===== config.mk =====
export PLATFORM = sky130hd
export DESIGN_NAME = ssm_approx_mult
export DESIGN_NICKNAME = d
export VERILOG_FILES = /design/src/rtl/ssm_pkg.sv /design/src/rtl/ssm_segment_sel.sv /design/src/rtl/ssm_core_mult.sv /design/src/rtl/ssm_shift_restore.sv /design/src/rtl/ssm_approx_mult.sv
export SDC_FILE = /design/constraint.sdc
export NUM_CORES = 1
export LEC_CHECK = 0
export BUFFER_PORTS_ARGS = -buffer_cell sky130_fd_sc_hd__buf_2
export CORE_MARGIN = 2
export CORE_UTILIZATION = 50
export DETAILED_ROUTE_END_ITERATION = 12
export PLACE_DENSITY = 0.8
export SLEW_MARGIN = 5
export SYNTH_ARGS = -nofsm -noshare
export SYNTH_HDL_FRONTEND = slang
export SYNTH_SLANG_ARGS = --single-unit

===== constraint.sdc =====
create_clock -name vclk -period 4.1
set_input_delay 0.205 -clock vclk [all_inputs]
set_output_delay 0.205 -clock vclk [all_outputs]
set_load 0.03 [all_outputs]

===== src/rtl/ssm_pkg.sv =====
package ssm_pkg;

    // Output re-weighting selector, decoded from the two segment flags.
    typedef enum logic [1:0] {
        SH_NONE   = 2'd0,
        SH_SINGLE = 2'd1,
        SH_DOUBLE = 2'd2
    } shift_sel_e;

    typedef struct packed {
        logic a;
        logic b;
    } flag_pair_t;

    function automatic shift_sel_e shift_select(input flag_pair_t f);
        shift_sel_e s;
        case ({f.a, f.b})
            2'b00:   s = SH_NONE;
            2'b11:   s = SH_DOUBLE;
            default: s = SH_SINGLE;
        endcase
        return s;
    endfunction

endpackage


===== src/rtl/ssm_segment_sel.sv =====
module ssm_segment_sel #(
    parameter int P = 8,
    parameter int S = 5
) (
    input  logic [P-1:0] operand,
    output logic         cut,
    output logic [S-1:0] segment
);
    localparam int DROP = P - S;

    always_comb begin
        cut     = |operand[P-1:S];
        segment = cut ? operand[P-1:DROP] : operand[S-1:0];
    end
endmodule


===== src/rtl/ssm_core_mult.sv =====
module ssm_core_mult #(
    parameter int S = 5
) (
    input  logic [S-1:0]   seg_a,
    input  logic [S-1:0]   seg_b,
    output logic [2*S-1:0] core_prod
);
    always_comb begin
        core_prod = {{S{1'b0}}, seg_a} * {{S{1'b0}}, seg_b};
    end
endmodule


===== src/rtl/ssm_shift_restore.sv =====
module ssm_shift_restore
    import ssm_pkg::*;
#(
    parameter int P = 8,
    parameter int S = 5
) (
    input  logic [2*S-1:0] core_prod,
    input  shift_sel_e     mode,
    output logic [2*P-1:0] product
);
    localparam int DROP = P - S;
    localparam int PAD  = 2 * P - 2 * S;

    logic [2*P-1:0] widened;

    always_comb begin
        widened = {{PAD{1'b0}}, core_prod};
        case (mode)
            SH_NONE:   product = widened;
            SH_SINGLE: product = widened << DROP;
            SH_DOUBLE: product = widened << (2 * DROP);
            default:   product = '0;
        endcase
    end
endmodule


===== src/rtl/ssm_approx_mult.sv =====
module ssm_approx_mult
    import ssm_pkg::*;
#(
    parameter int P = 8,
    parameter int S = 5
) (
    input  logic [P-1:0]   op_a,
    input  logic [P-1:0]   op_b,
    output logic           flag_a,
    output logic           flag_b,
    output logic [2*P-1:0] product
);
    localparam int NOPS = 2;

    generate
        if (!((2 * S >= P) && (S < P))) begin : g_bad_width
            $fatal(1, "ssm_approx_mult: segment width must satisfy P/2 <= S < P");
        end
    endgenerate

    logic [P-1:0]   ops  [NOPS];
    logic [S-1:0]   segs [NOPS];
    logic [NOPS-1:0] cuts;
    logic [2*S-1:0] core_prod;
    flag_pair_t     flags;
    shift_sel_e     mode;

    assign ops[0] = op_a;
    assign ops[1] = op_b;

    // One selection stage per operand.
    for (genvar i = 0; i < NOPS; i++) begin : g_sel
        ssm_segment_sel #(.P(P), .S(S)) u_sel (
            .operand (ops[i]),
            .cut     (cuts[i]),
            .segment (segs[i])
        );
    end

    ssm_core_mult #(.S(S)) u_core (
        .seg_a     (segs[0]),
        .seg_b     (segs[1]),
        .core_prod (core_prod)
    );

    always_comb begin
        flags.a = cuts[0];
        flags.b = cuts[1];
        mode    = shift_select(flags);
    end

    ssm_shift_restore #(.P(P), .S(S)) u_shift (
        .core_prod (core_prod),
        .mode      (mode),
        .product   (product)
    );

    assign flag_a = flags.a;
    assign flag_b = flags.b;
endmodule


==> impl_metrics.json <==
{
  "power.density_mw_per_mm2": 402,
  "slew_headroom_pct": 67.5,
  "wl_per_cell_um": 16.7,
  "finalWirelength_mm": 3.80,
  "critPathMaxFanout": 4,
  "required_ns": 3.89,
  "grt_pass1_wl_mm": 5.84,
  "min_path_type": "in2out",
  "overflow": 0,
  "yosysSeqAreaShare_pct": 0,
  "min_from": "op_b[7]",
  "slew_viol_final": 0,
  "cts_hold_buf": 0,
  "fmaxAchievable_mhz": 238,
  "setup_ws_ns": -0.102,
  "setup-tns-final_ns": -0.564,
  "core_area_mm2": 0.00219,
  "synth_cell_types": 41,
  "yosysWarnings": 0,
  "num_antenna_cells": 0,
  "hold_path_depth": 4,
  "max-vdd-ir-drop_v": 0.000542,
  "grt_pass1_vias": 1247,
  "syn-instance-count": 147,
  "fill_cells": 124,
  "grt_start_max_net_pins": 17,
  "die_height_um": 52.0,
  "worst_slew_pin_slew_ns": 0.478,
  "end_kind": "output port",
  "viasPerCell": 5.86,
  "syn_area_mm2": 0.00115,
  "critPathKind": "in2out",
  "layout_common_cells": "nor2_1 (24), buf_2 (23), buf_4 (23), ha_1 (17), inv_1 (14)",
  "ff_latch_area_um2": 0,
  "failed_checks": "negative setup slack",
  "routed-via-count": 1337,
  "place.gp.congestion": 0.853,
  "outcome": "finished with violations",
  "io_pins": 34,
  "numSequentialCells": 0,
  "drt_iter0_drc": 46,
  "crit_arrival_ns": 4.00,
  "fin_nets": 246,
  "min_period_ns": 4.20,
  "maxCapViolCount": 0,
  "die_area_mm2": 0.00270,
  "rsz0062_at_grt": "true",
  "crit_path_start_kind": "input pin",
  "io_buffers": 34,
  "holdPathEnd": "flag_b",
  "nClkBuffers": 0,
  "power.leakage_uw": 0.000831,
  "mostFrequentLayoutCell": "nor2_1",
  "finalHoldViolCount": 0,
  "syn2layout_area_growth_pct": 49.1,
  "die_width_um": 52.0,
  "synth_nets": 191,
  "rows": 17,
  "grtUsageTotal_pct": 28.8,
  "syn_area_per_cell_um2": 7.84,
  "fin_hold_ws_ns": 0.874,
  "hpwl_mm": 2.76,
  "instances_no_fill": 228,
  "layout-drive-gt1-share_pct": 47.0,
  "drc": 0,
  "initial_utilization_pct": 52.6,
  "multi_input_area_mm2": 0.00124,
  "antenna_left": 0,
  "post-place-cells": 224,
  "timing.final.crit_share_pct": 102,
  "setup_viol": 8,
  "antenna_found_initial": 0,
  "dr.pass1.iters": 4
}
==> per-stage QoR <==
stage | utilization [%] | setup WS (ns) | area, µm² | power [µW]
floorplan | - | 0.0109 | 1210 | 399
global placement | 69.8 | -0.0807 | 1530 | 531
detailed placement | 69.8 | -0.158 | 1530 | 550
CTS | 74.1 | -0.0582 | 1620 | 597
global route | 78.4 | -0.257 | 1720 | 738
finish | 78.4 | -0.102 | 1720 | 691
==> cells by family after synthesis <==
logic type               count (synthesis)  share of synthesized area [%]
XOR/XNOR                                 6                           4.56
adder cells (fa/ha/maj)                 28                           36.3
multiplexers                             4                           4.13
buffers and inverters                   17                           5.64
AO/OA/AOI/OAI                           35                           21.8
AND/OR/NAND/NOR                         57                           27.6
==> cell type report <==
cell class / instances / share of cell area, %
multi-input cells: 130 / 72.3
repair buffers: 54 / 22.2
inverters: 16 / 3.50
well taps: 28 / 2.04
==> worst max-delay path, stage by stage <==
cell	delay [ns]
buf_8	0.10
nor3_4	0.31
mux2i_4	0.28
or2_1	0.14
fa_1	0.43
fa_1	0.49
fa_1	0.56
inv_2	0.06
ha_4	0.30
a211oi_4	0.09
o211a_1	0.25
a2111oi_4	0.36
a211o_1	0.16
o211ai_1	0.09
buf_4	0.18
==> how the worst max path moves through the flow <==
stage | slack, ns | start | endpoint
after global routing | -0.26 | op_a[5] | product[8]
final | -0.10 | op_a[5] | product[8]
after floorplan | 0.01 | op_a[6] | product[11]
after detailed placement | -0.16 | op_a[6] | product[8]
after CTS | -0.06 | op_a[7] | product[8]
after global placement | -0.08 | op_a[6] | product[8]
==> where the power goes <==
part	switching, µW	total (µW)	internal (µW)	leakage (µW)
clock	0	0	0	0
sequential	0	0	0	0
combinational	401	691	290	0.000831
total	401	691	290	0.000831
==> synthesized netlist by cell type (all sizes together) (2+ instances only) <==
cell type,number,area share (%)
and3,2,1.1
a31oi,2,1.1
nand3b,3,2.0
inv,16,5.2
a211oi,2,1.7
xor2,4,3.0
o22ai,4,2.2
ha,19,21
a21oi,9,3.9
a22oi,4,2.6
nor3,3,3.3
nor2,28,10
nor4b,2,2.1
o21ai,6,2.9
nand2,6,2.0
fa,9,16
mux2i,4,4.1
xnor2,2,1.5
or2,9,4.9
o211ai,2,1.3
==> layer usage <==
layer / track usage, % / wire [µm] / vias up
met4: 3.07 / 118 / 0
met2: 57.8 / 2060 / 71
li1: - / - / 626
met3: 0.575 / 200 / 12
met1: 34.5 / 1420 / 628
met5: 0 / 0 / -
==> what timing repair did <==
action | CTS | global route
resized for setup | 17 | 28
pin swaps | 10 | 21
buffers inserted | 3 | 1
setup endpoints to repair | 10 | 12
hold endpoints to repair | 0 | 0
Note: power is estimated with default switching activity, not from simulation.
